**src/rtl/tkh_pkg.sv**
```systemverilog
package tkh_pkg;
  localparam int unsigned NSTATE = 3;

  typedef enum logic [NSTATE-1:0] {
    ST_IDLE = 3'b001,
    ST_REQ  = 3'b010,
    ST_BUSY = 3'b100
  } tkh_state_t;
endpackage

```
**src/rtl/tkh_sync.sv**
```systemverilog
module tkh_sync #(
  parameter int unsigned WIDTH  = 2,
  parameter int unsigned STAGES = 2
) (
  input  logic             clk,
  input  logic             rst,
  input  logic [WIDTH-1:0] async_i,
  output logic [WIDTH-1:0] sync_o
);
  localparam int unsigned LAST = STAGES - 1;

  for (genvar b = 0; b < WIDTH; b++) begin : g_bit
    logic [STAGES-1:0] chain_q;
    always_ff @(posedge clk) begin
      if (rst) chain_q <= '0;
      else if (STAGES == 1) chain_q <= async_i[b];
      else chain_q <= {chain_q[STAGES-2:0], async_i[b]};
    end
    assign sync_o[b] = chain_q[LAST];
  end
endmodule

```
**src/rtl/tkh_rise.sv**
```systemverilog
module tkh_rise (
  input  logic clk,
  input  logic rst,
  input  logic lvl_i,
  output logic rise_o
);
  logic prev_q;

  always_ff @(posedge clk) begin
    if (rst) prev_q <= 1'b0;
    else prev_q <= lvl_i;
  end

  assign rise_o = lvl_i & ~prev_q;
endmodule

```
**src/rtl/tkh_fsm.sv**
```systemverilog
module tkh_fsm
  import tkh_pkg::*;
(
  input  logic              clk,
  input  logic              rst,
  input  logic              tick_rise_i,
  input  logic              valid_s_i,
  output logic              req_o,
  output logic              cap_o,
  output logic [NSTATE-1:0] led_o
);
  tkh_state_t       state_q, state_d;
  logic             req_q;
  logic [NSTATE-1:0] led_q;

  always_comb begin
    state_d = state_q;
    cap_o   = 1'b0;
    case (state_q)
      ST_IDLE: if (tick_rise_i) state_d = ST_REQ;
      ST_REQ:  if (!valid_s_i) state_d = ST_BUSY;
      ST_BUSY: if (valid_s_i) begin
        cap_o   = 1'b1;
        state_d = ST_IDLE;
      end
      default: state_d = ST_IDLE;
    endcase
  end

  always_ff @(posedge clk) begin
    if (rst) begin
      state_q <= ST_IDLE;
      req_q   <= 1'b0;
      led_q   <= ST_IDLE;
    end else begin
      state_q <= state_d;
      req_q   <= (state_d == ST_REQ);
      case (state_d)
        ST_REQ:  led_q <= ST_REQ;
        ST_BUSY: led_q <= ST_BUSY;
        default: led_q <= ST_IDLE;
      endcase
    end
  end

  assign req_o = req_q;
  assign led_o = led_q;

  assert_req_start_R3: assert property (@(posedge clk) disable iff (rst)
    $rose(req_q) |-> $past(tick_rise_i) && ($past(state_q) == ST_IDLE));

  assert_req_release_R4: assert property (@(posedge clk) disable iff (rst)
    $fell(req_q) |-> !$past(valid_s_i));

  assert_busy_wait_R5: assert property (@(posedge clk) disable iff (rst)
    (state_q == ST_BUSY && !valid_s_i) |=> (state_q == ST_BUSY));

  assert_led_onehot_R8: assert property (@(posedge clk) disable iff (rst)
    $onehot(led_q));
endmodule

```
**src/rtl/tkh_capture.sv**
```systemverilog
module tkh_capture #(
  parameter int unsigned WORD_W = 12
) (
  input  logic              clk,
  input  logic              rst,
  input  logic              cap_i,
  input  logic [WORD_W-1:0] word_i,
  output logic [WORD_W-1:0] word_o,
  output logic              done_o
);
  logic [WORD_W-1:0] word_q;
  logic              done_q;

  always_ff @(posedge clk) begin
    if (rst) begin
      word_q <= '0;
      done_q <= 1'b0;
    end else begin
      done_q <= cap_i;
      if (cap_i) word_q <= word_i;
    end
  end

  assign word_o = word_q;
  assign done_o = done_q;

  assert_done_single_R6: assert property (@(posedge clk) disable iff (rst)
    done_q |=> !done_q);
endmodule

```
**src/rtl/tkh_ctrl_top.sv**
```systemverilog
module tkh_ctrl_top
  import tkh_pkg::*;
#(
  parameter int unsigned WORD_W      = 12,
  parameter int unsigned SYNC_STAGES = 2
) (
  input  logic              clk,
  input  logic              rst,
  input  logic              host_tick_i,
  input  logic              prod_valid_i,
  input  logic [WORD_W-1:0] prod_word_i,
  output logic              req_o,
  output logic [WORD_W-1:0] word_o,
  output logic              done_o,
  output logic [NSTATE-1:0] state_led_o
);
  localparam int unsigned N_ASYNC = 2;

  logic [N_ASYNC-1:0] sync_s;
  logic               tick_rise;
  logic               cap;

  tkh_sync #(.WIDTH(N_ASYNC), .STAGES(SYNC_STAGES)) u_sync (
    .clk     (clk),
    .rst     (rst),
    .async_i ({prod_valid_i, host_tick_i}),
    .sync_o  (sync_s)
  );

  tkh_rise u_rise (
    .clk    (clk),
    .rst    (rst),
    .lvl_i  (sync_s[0]),
    .rise_o (tick_rise)
  );

  tkh_fsm u_fsm (
    .clk         (clk),
    .rst         (rst),
    .tick_rise_i (tick_rise),
    .valid_s_i   (sync_s[1]),
    .req_o       (req_o),
    .cap_o       (cap),
    .led_o       (state_led_o)
  );

  tkh_capture #(.WORD_W(WORD_W)) u_cap (
    .clk    (clk),
    .rst    (rst),
    .cap_i  (cap),
    .word_i (prod_word_i),
    .word_o (word_o),
    .done_o (done_o)
  );

  assert_word_hold_R9: assert property (@(posedge clk) disable iff (rst)
    !done_o |-> $stable(word_o));

  assert_done_no_req_R6: assert property (@(posedge clk) disable iff (rst)
    done_o |-> !req_o);
endmodule

```
**config.mk**
```make
export PLATFORM = sky130hd
export DESIGN_NAME = tkh_ctrl_top
export DESIGN_NICKNAME = d
export VERILOG_FILES = /design/src/rtl/tkh_pkg.sv /design/src/rtl/tkh_sync.sv /design/src/rtl/tkh_rise.sv /design/src/rtl/tkh_fsm.sv /design/src/rtl/tkh_capture.sv /design/src/rtl/tkh_ctrl_top.sv
export SDC_FILE = /design/constraint.sdc
export NUM_CORES = 1
export LEC_CHECK = 0
export BUFFER_PORTS_ARGS = -buffer_cell sky130_fd_sc_hd__buf_4
export CAP_MARGIN = 15
export CORE_ASPECT_RATIO = 0.7
export CORE_MARGIN = 4
export CORE_UTILIZATION = 45
export CTS_BUF_LIST = sky130_fd_sc_hd__clkbuf_2
export DETAILED_ROUTE_END_ITERATION = 12
export PLACE_DENSITY_LB_ADDON = 0.12
export SYNTH_ARGS = -nofsm -noshare
export SYNTH_HDL_FRONTEND = slang
export SYNTH_HIERARCHICAL = 1
export SYNTH_SLANG_ARGS = --single-unit
```
**constraint.sdc**
```tcl
create_clock -name clk -period 1.24 [get_ports clk]
set_clock_uncertainty 0.05 [all_clocks]
set_input_delay 0.124 -clock clk [delete_from_list [all_inputs] [get_ports clk]]
set_output_delay 0.124 -clock clk [all_outputs]
set_load 0.005 [all_outputs]
```
==> flow_summary.ini, run 1 <==
[run_status]
outcome = finished, violations left
violated_checks = setup timing

[cells_and_area]
layout.area.seq_um2 = 503
layout-drive-gt1-share = 0.386
final_net_count = 144
multi_input_comb_area_um2 = 349
antenna_diode_instance_count = 0
non_filler_instance_count_after_layout = 149
area_delta_synth_final_pct = 50.0
post-route-cell-area_um2 = 1360
fill_cells = 130

[logic_synthesis]
synth_cell_types = 19
ys_ff_latch = 25
synth_fp_nets = 93
synth_area_um2 = 906
avgSynthCellArea_um2 = 11.8
count_of_mapped_cells_out_of_synthesis = 77
synthesis.yosys.warnings = 6
synth_sequential_area_ratio = 0.552

[global_routing]
first_global_vias = 642
grt_start_max_net_pins = 25
antenna_found_initial = 0
globalRouteTotalUtil = 0.132
grt_pass1_wl_um = 2700
grt_remaining_overflow = 0

[clock_network]
cts_inserted_buffers = 3
clock_latency_at_the_later_pin_of_the_worst_skew_pair_ns = 0.33
clock_tree.buffer_depth = 2
h-tree-depth = 1
cts_root_buffer = sky130_fd_sc_hd__clkbuf_2
clock_tree_from_tritoncts = yes
clk_pin_slew_worst_paths_ns = 0.22
post_cts_buffers = 0
clkSinkCount = 25

[power_and_ir_drop]
p_int_mw = 0.969
power.net_switching_mw = 0.269
total_power_mw = 1.24
switching_share = 0.217
leakage_nw = 0.562
worst_ir_drop_on_vdd_v = 0.000745
pwr-share-comb = 0.094
clock_power_share = 0.243
share_seq_of_total_power = 0.663
areal_power_density_over_the_cells_nw_per_um2 = 911

[critical_path]
critical_path.endpoint_type = flip-flop
timing.critical_path.arrival_ns = 1.45
start_kind = flip-flop
cell_type_of_the_slowest_stage_on_the_worst_timing_path = sky130_fd_sc_hd__dfxtp_1
path_buf_inv = 1
rr_startpoint = u_fsm/state_q[0]
max_stage_delay_on_crit_path_ns = 0.36
worst-endpoint-required_ns = 1.44
worst-path-max-fanout = 6
crit_path_cell_chain = and4bb_2 > clkbuf_16 > mux2i_1 > nor2_1
critPathTopFamily = simple AND/OR/NAND/NOR gates
worst-r2r-cell-count = 4
r2r-end = u_cap/word_o[6]
regToRegSetupSlack_ns = -0.005
crit_path_start = u_fsm/state_q[0]
timing_worst_setup_path_type = reg2reg

[routing]
routed-wl-met2_um = 808
total_length_of_routed_met3_wires_um = 106
top_layer_used = met4
drt_pass1_iterations = 5
drc = 0
routed_met1_length_um = 806
drt-vias-per-instance = 4.66
first_iter_violations = 3
post_drt_wl_per_cell_um = 11.6
dr_total_vias = 695
postRouteAntennaNets = 0
wirelength_um = 1730

[floorplan]
die_h_um = 45.5
die-area_um2 = 2810
num_io_pins = 33
core_area_um2 = 1890
placement_rows = 13
floorplan.die.width_um = 61.6
floorplan.initialDensity = 0.480

[timing]
maxSlewViolCount = 0
rsz0062_at_grt = yes
final_period_minus_worst_setup_slack_ns = 1.25
slew-limit-headroom = 0.827
final_hold_viol_count = 0
final.setup.tns_ns = -0.00815
worst_slack_ns = -0.00540
worst_slew_pin_slew_ns = 0.256
setup_viol = 3
fmax_mhz = 803
period_share = 1.00

[worst_hold_path]
worst_hold_path_startpoint = rst
min_delay_path_depth = 2
hp-class = in2reg
holdPathEnd = u_rise/prev_q

[placed_design]
cell_count_after_placement = 130
routabilityCongestion = 0.722
detailedPlacementHpwl_um = 1120
place_area_um2 = 1170
port-buffer-count = 32

[run]
maxCapViolCount = 0
-- cell usage after synthesis (all sizes together) --
cell type   n  area (µm²)
buf         6        58.8
nor4bb      1        16.3
mux2i      12         120
nor4        2        12.5
nor3b       1        7.51
nor2       12        45.0
and4bb      1        12.5
nor4b       1        8.76
nor2b       7        58.8
a211oi      3        22.5
xnor2       1        8.76
dfxtp      25         500
nand3b      2        15.0
o31ai       2        15.0
inv         1        3.75
-- metal layers --
metal | vias to the layer above | GRT usage
met5 | - | 0
met4 | 0 | 0.0254
met3 | 2 | 0.0595
met2 | 20 | 0.230
met1 | 310 | 0.151
li1 | 363 | -
-- timing repair --
item | in CTS | in global routing
setup endpoints to repair | 0 | 13
hold buffers | 14 | 0
gates resized for setup | 0 | 1
hold endpoints to repair | 14 | 0
-- power groups by stage --
stage / clock (mW) / combinational (mW) / sequential, mW
2_1_floorplan: 0 / 0.0276 / 0.838
3_5_place_dp: 0 / 0.0802 / 0.836
4_1_cts: 0.320 / 0.115 / 0.821
3_3_place_gp: 0 / 0.0789 / 0.836
5_1_grt: 0.357 / 0.125 / 0.824
6_report: 0.301 / 0.116 / 0.821
-- through the flow --
step / setup slack [ns] / utilization / hold WS (ns)
after CTS: 0.00900 / 0.704 / 0.0426
after detailed placement: 0.0314 / 0.619 / 0.297
after floorplan: -0.0120 / - / 0.138
after global placement: 0.0739 / 0.619 / 0.284
final: -0.00540 / 0.720 / 0.0646
after global routing: -0.0790 / 0.720 / 0.0362
-- worst max path at each step --
| stage | cells after the start | end | slack [ns] |
|---|---|---|---|
| finish | 4 | u_cap/word_o[6] | -0.005 |
| global route | 4 | u_cap/word_o[3] | -0.08 |
| CTS | 4 | u_cap/word_o[2] | 0.009 |
| detailed placement | 4 | u_cap/word_o[2] | 0.03 |
| global placement | 4 | u_cap/word_o[6] | 0.07 |
| floorplan | 6 | u_cap/word_o[10] | -0.01 |
-- cells by family after synthesis --
family,after synthesis,share of synthesized area
AND/OR/NAND/NOR,27,0.195
XOR/XNOR,1,0.00967
multiplexers,12,0.133
buffers and inverters,7,0.0690
flip-flops,25,0.552
AO/OA/AOI/OAI,5,0.0414
-- sequential cells by signal (all words and copies together) (netlist names) --
register	flops
u_cap/done_o	1
u_cap/word_o	12
u_fsm/led_o	3
u_fsm/req_o	1
u_fsm/state_q	3
u_rise/prev_q	1
u_sync/g_bit.chain_q	4
-- layout by cell type, fill, tap and decap left out, types with 2 or more instances in the layout --
cell / instances
sky130_fd_sc_hd__dlygate4sd3_1: 14
sky130_fd_sc_hd__nor2b_1: 5
sky130_fd_sc_hd__dfxtp_1: 23
sky130_fd_sc_hd__nand3b_1: 2
sky130_fd_sc_hd__nor4_1: 2
sky130_fd_sc_hd__o31ai_1: 2
sky130_fd_sc_hd__nor2_1: 12
sky130_fd_sc_hd__a211oi_1: 3
sky130_fd_sc_hd__clkbuf_2: 3
sky130_fd_sc_hd__mux2i_1: 12
sky130_fd_sc_hd__buf_4: 36
sky130_fd_sc_hd__dfxtp_2: 2
sky130_fd_sc_hd__nor2b_4: 2
-- layout make-up --
| type | instances | area share |
|---|---|---|
| Clock buffer | 3 | 0.0110 |
| Clock inverter | 1 | 0.00368 |
| Inverter | 1 | 0.00276 |
| Multi-Input combinational cell | 45 | 0.257 |
| Sequential cell | 25 | 0.370 |
| Tap cell | 22 | 0.0203 |
| Timing Repair Buffer | 52 | 0.335 |
Power figures use the tool's default switching activity.
==> run 2: changes to the inputs <==
--- a/config.mk
+++ b/config.mk
@@ -7,12 +7,15 @@
 export LEC_CHECK = 0
 export BUFFER_PORTS_ARGS = -buffer_cell sky130_fd_sc_hd__buf_4
 export CAP_MARGIN = 15
+export CELL_PAD_IN_SITES_DETAIL_PLACEMENT = 1
+export CELL_PAD_IN_SITES_GLOBAL_PLACEMENT = 1
 export CORE_ASPECT_RATIO = 0.7
 export CORE_MARGIN = 4
-export CORE_UTILIZATION = 45
+export CORE_UTILIZATION = 34
 export CTS_BUF_LIST = sky130_fd_sc_hd__clkbuf_2
 export DETAILED_ROUTE_END_ITERATION = 12
 export PLACE_DENSITY_LB_ADDON = 0.12
+export SETUP_SLACK_MARGIN = 0.05
 export SYNTH_ARGS = -nofsm -noshare
 export SYNTH_HDL_FRONTEND = slang
 export SYNTH_HIERARCHICAL = 1
==> flow_summary.ini, run 2 (synthesis gave the netlist of run 1 again) <==
[timing]
worst_slew_pin_slew_ns = 0.268
setup_viol = 0
final.setup.tns_ns = 0
period_share = 0.976
timing.hold.ws_ns = 0.0524
final_period_minus_worst_setup_slack_ns = 1.21
fmax_mhz = 826
maxSlewViolCount = 0
final_hold_viol_count = 0
slew-limit-headroom = 0.819
rsz0062_at_grt = yes

[critical_path]
worst-path-max-fanout = 13
critPathTopFamily = flip-flops
critical_path.endpoint_type = flip-flop
start_kind = flip-flop
worst-r2r-cell-count = 4
cell_type_of_the_slowest_stage_on_the_worst_timing_path = sky130_fd_sc_hd__dfxtp_2
path_depth = 4
worst-endpoint-required_ns = 1.44
max_stage_delay_on_crit_path_ns = 0.37
timing_worst_setup_path_type = reg2reg
timing.critical_path.arrival_ns = 1.41
crit_path_cell_chain = and4bb_2 > buf_12 > mux2i_1 > nor2_1
path_buf_inv = 1

[cells_and_area]
area_delta_synth_final_pct = 48.9
final_net_count = 143
post-route-cell-area_um2 = 1350
largest_register_ff_count = 12
mostFrequentLayoutCells = sky130_fd_sc_hd__buf_4, sky130_fd_sc_hd__dfxtp_1, sky130_fd_sc_hd__dlygate4sd3_1
antenna_diode_instance_count = 0
non_filler_instance_count_after_layout = 160
fill_cells = 268
mostFrequentLayoutCell = sky130_fd_sc_hd__buf_4
layout-drive-gt1-share = 0.381
layout.area.seq_um2 = 503
multi_input_comb_area_um2 = 349

[placed_design]
place_area_um2 = 1180
port-buffer-count = 32
cell_count_after_placement = 142
routabilityCongestion = 0.669
detailedPlacementHpwl_um = 1300

[power_and_ir_drop]
worst_ir_drop_on_vdd_v = 0.000711
total_power_mw = 1.24
leakage_nw = 0.554
areal_power_density_over_the_cells_nw_per_um2 = 918

[run]
maxCapViolCount = 0

[clock_network]
cts_root_buffer = sky130_fd_sc_hd__clkbuf_2
clkSinkCount = 25
cts_inserted_buffers = 3
post_cts_buffers = 0
clock_tree.buffer_depth = 2
clock_latency_at_the_later_pin_of_the_worst_skew_pair_ns = 0.33
h-tree-depth = 1
clk_pin_slew_worst_paths_ns = 0.22
clock_tree_from_tritoncts = yes

[global_routing]
grt_pass1_wl_um = 3070
globalRouteTotalUtil = 0.110
grt_remaining_overflow = 0
antenna_found_initial = 0
first_global_vias = 706
grt_start_max_net_pins = 25

[run_status]
outcome = finished clean

[routing]
wirelength_um = 1820
postRouteAntennaNets = 0
drc = 0
first_iter_violations = 29
drt-vias-per-instance = 4.41
dr_total_vias = 705
post_drt_wl_per_cell_um = 11.4
drt_pass1_iterations = 2

[worst_hold_path]
min_delay_path_depth = 2
hp-class = in2reg

[floorplan]
core_area_um2 = 2500
floorplan.initialDensity = 0.363
num_io_pins = 33
die_h_um = 51.2
floorplan.die.width_um = 69.7
placement_rows = 15
die-area_um2 = 3570
-- run 2: cell count changes in the layout (fill, tap and decap cells not counted) --
cell / change
sky130_fd_sc_hd__clkbuf_16: -1
-- run 2: what timing repair did --
action | CTS | global route
resized for setup | 0 | 1
setup endpoints to repair | 12 | 14
hold buffers | 14 | 0
hold endpoints to repair | 14 | 0
-- run 2: worst register-to-register path: stages, from the launching register on --
cell and delay [ns]:
sky130_fd_sc_hd__dfxtp_2 0.37, sky130_fd_sc_hd__and4bb_2 0.31, sky130_fd_sc_hd__buf_12 0.16, sky130_fd_sc_hd__mux2i_1 0.20, sky130_fd_sc_hd__nor2_1 0.05
-- run 2: where the power goes --
part | internal, mW | switching [mW]
clock network | 0.0731 | 0.229
registers | 0.817 | 0.00387
logic | 0.0789 | 0.0368
total | 0.969 | 0.270
-- run 2: layout make-up --
type / instances / area share
multi-input cells: 45 / 0.259
clock inverters: 1 / 0.00371
flip-flops and latches: 25 / 0.373
well taps: 34 / 0.0315
inverters: 1 / 0.00278
repair buffers: 51 / 0.319
clock buffers: 3 / 0.0111
-- run 2: worst paths after layout --
path | startpoint | to | slack [ns]
setup / recovery | u_fsm/state_q[1] | u_cap/word_o[10] | 0.03
hold / removal | rst | u_rise/prev_q | 0.05
setup reg to reg | u_fsm/state_q[1] | u_cap/word_o[10] | 0.03
hold reg to reg | u_sync/g_bit[0].chain_q[0] | u_sync/g_bit[0].chain_q[1] | 0.42
-- run 2: routing by layer --
layer | part of all wire | vias to the layer above | track usage
li1 | - | 361 | -
met1 | 0.45 | 320 | 0.128
met2 | 0.46 | 22 | 0.180
met3 | 0.073 | 2 | 0.0550
met4 | 0.0071 | 0 | 0.0287
met5 | 0 | - | 0
-- run 2: per-stage QoR --
stage,worst slack [ns],util
CTS,0.0179,0.538
floorplan,-0.0120,-
detailed placement,0.0391,0.474
global placement,0.0650,0.474
global route,-0.0432,0.540
finish,0.0292,0.540
==> run 3: changes to the inputs <==
--- a/config.mk
+++ b/config.mk
@@ -14,7 +14,7 @@
 export CORE_UTILIZATION = 34
 export CTS_BUF_LIST = sky130_fd_sc_hd__clkbuf_2
 export DETAILED_ROUTE_END_ITERATION = 12
-export PLACE_DENSITY_LB_ADDON = 0.12
+export PLACE_DENSITY = 0.73
 export SETUP_SLACK_MARGIN = 0.05
 export SYNTH_ARGS = -nofsm -noshare
 export SYNTH_HDL_FRONTEND = slang
==> flow_summary.ini, run 3 (synthesis gave the netlist of run 1 again) <==
[run_status]
outcome = finished, violations left
violated_checks = setup timing

[cells_and_area]
post-route-cell-area_um2 = 1360
largest_register_ff_count = 12
final_util = 0.544
area_delta_synth_final_pct = 50.0
layout-drive-gt1-share = 0.389
antenna_diode_instance_count = 0
mostFrequentLayoutCell = sky130_fd_sc_hd__buf_4
final_net_count = 143
mostFrequentLayoutCells = sky130_fd_sc_hd__buf_4, sky130_fd_sc_hd__dfxtp_1, sky130_fd_sc_hd__dlygate4sd3_1

[clock_network]
clock_latency_at_the_later_pin_of_the_worst_skew_pair_ns = 0.34
h-tree-depth = 1
clk_pin_slew_worst_paths_ns = 0.22
clkSinkCount = 25
cts_root_buffer = sky130_fd_sc_hd__clkbuf_2
post_cts_buffers = 0
clock_tree_from_tritoncts = yes
cts_inserted_buffers = 3
clock_tree.buffer_depth = 2

[power_and_ir_drop]
leakage_nw = 0.556
switching_share = 0.221
worst_ir_drop_on_vdd_v = 0.000473
power.net_switching_mw = 0.275
p_int_mw = 0.971
areal_power_density_over_the_cells_nw_per_um2 = 917
pwr-share-comb = 0.095
share_seq_of_total_power = 0.659
clock_power_share = 0.246

[routing]
first_iter_violations = 10
total_length_of_routed_met3_wires_um = 116
top_layer_used = met4
drt_pass1_iterations = 2
drt-vias-per-instance = 4.55
wirelength_um = 1940
post_drt_wl_per_cell_um = 12.1
routed-wl-met2_um = 973
routed_met1_length_um = 826
drc = 0
dr_total_vias = 728
postRouteAntennaNets = 0

[critical_path]
worst-path-max-fanout = 13
crit_path_start = u_fsm/state_q[1]
rr_startpoint = u_fsm/state_q[1]
timing_worst_setup_path_type = reg2reg
worst-r2r-cell-count = 4
worst-endpoint-required_ns = 1.46
critical_path.endpoint_type = flip-flop
timing.critical_path.arrival_ns = 1.46
start_kind = flip-flop

[floorplan]
die-area_um2 = 3570
core_area_um2 = 2500
placement_rows = 15
num_io_pins = 33
floorplan.initialDensity = 0.363
die_h_um = 51.2
floorplan.die.width_um = 69.7

[placed_design]
detailedPlacementHpwl_um = 1290
place_area_um2 = 1180
port-buffer-count = 32
routabilityCongestion = 0.700

[global_routing]
grt_start_max_net_pins = 25
grt_pass1_wl_um = 3260
grt_remaining_overflow = 0
antenna_found_initial = 0
globalRouteTotalUtil = 0.118
first_global_vias = 720

[timing]
slew-limit-headroom = 0.801
final_period_minus_worst_setup_slack_ns = 1.25
maxSlewViolCount = 0
worst_slack_ns = -0.00733
fmax_mhz = 802
rsz0062_at_grt = yes
worst_slew_pin_slew_ns = 0.297
setup_viol = 1
final_hold_viol_count = 0
period_share = 1.01

[worst_hold_path]
min_delay_path_depth = 2
worst_hold_path_startpoint = rst
hp-class = in2reg

[run]
maxCapViolCount = 0
## run 3: cell counts in the layout (fill, tap and decap cells not counted)
Identical to the previous run, type by type.
## run 3: worst max-delay path, cell delays in order (launching register included)
cell and delay (ns):
sky130_fd_sc_hd__dfxtp_2 0.36, sky130_fd_sc_hd__and4bb_2 0.31, sky130_fd_sc_hd__buf_12 0.16, sky130_fd_sc_hd__mux2i_1 0.24, sky130_fd_sc_hd__nor2_1 0.06
## run 3: power by group through the flow
stage	clock (mW)	combinational [mW]	sequential (mW)
6_report	0.306	0.119	0.821
5_1_grt	0.360	0.129	0.823
4_1_cts	0.327	0.116	0.821
3_5_place_dp	0	0.0806	0.837
3_3_place_gp	0	0.0796	0.836
2_1_floorplan	0	0.0276	0.838
## run 3: final cells by class
cell class / count / area (µm²)
inverters: 1 / 3.75
well taps: 34 / 42.5
flip-flops and latches: 25 / 504
clock inverters: 1 / 5.00
fillers: 273 / 1140
clock buffers: 3 / 15.0
multi-input cells: 45 / 358
repair buffers: 51 / 430
## run 3: path summary, 6_finish.rpt
kind                                     end  slack [ns]
setup / recovery             u_cap/word_o[6]      -0.007
setup reg to reg             u_cap/word_o[6]      -0.007
hold / removal                 u_rise/prev_q        0.06
hold reg to reg   u_sync/g_bit[0].chain_q[1]        0.40
## run 3: routing by layer
metal / vias to the layer above / GRT usage
li1: 358 / -
met1: 347 / 0.131
met2: 18 / 0.207
met3: 5 / 0.0491
met4: 0 / 0.0382
met5: - / 0
## run 3: stage by stage
step           power [mW]  setup TNS, ns  setup WS [ns]  cells  hold slack, ns
2_1_floorplan       0.865         -0.108        -0.0120     77           0.138
3_3_place_gp        0.916              0         0.0651    142           0.285
3_5_place_dp        0.917              0         0.0411    142           0.293
4_1_cts              1.26              0        0.00879    160          0.0199
5_1_grt              1.31         -0.636        -0.0865    160         0.00965
6_report             1.25       -0.00733       -0.00733    160          0.0553
## run 3: what timing repair did
action,CTS,global route
gates cloned,0,0
hold endpoints to repair,14,0
resized for setup,1,2
hold buffers,14,0
setup endpoints to repair,13,15
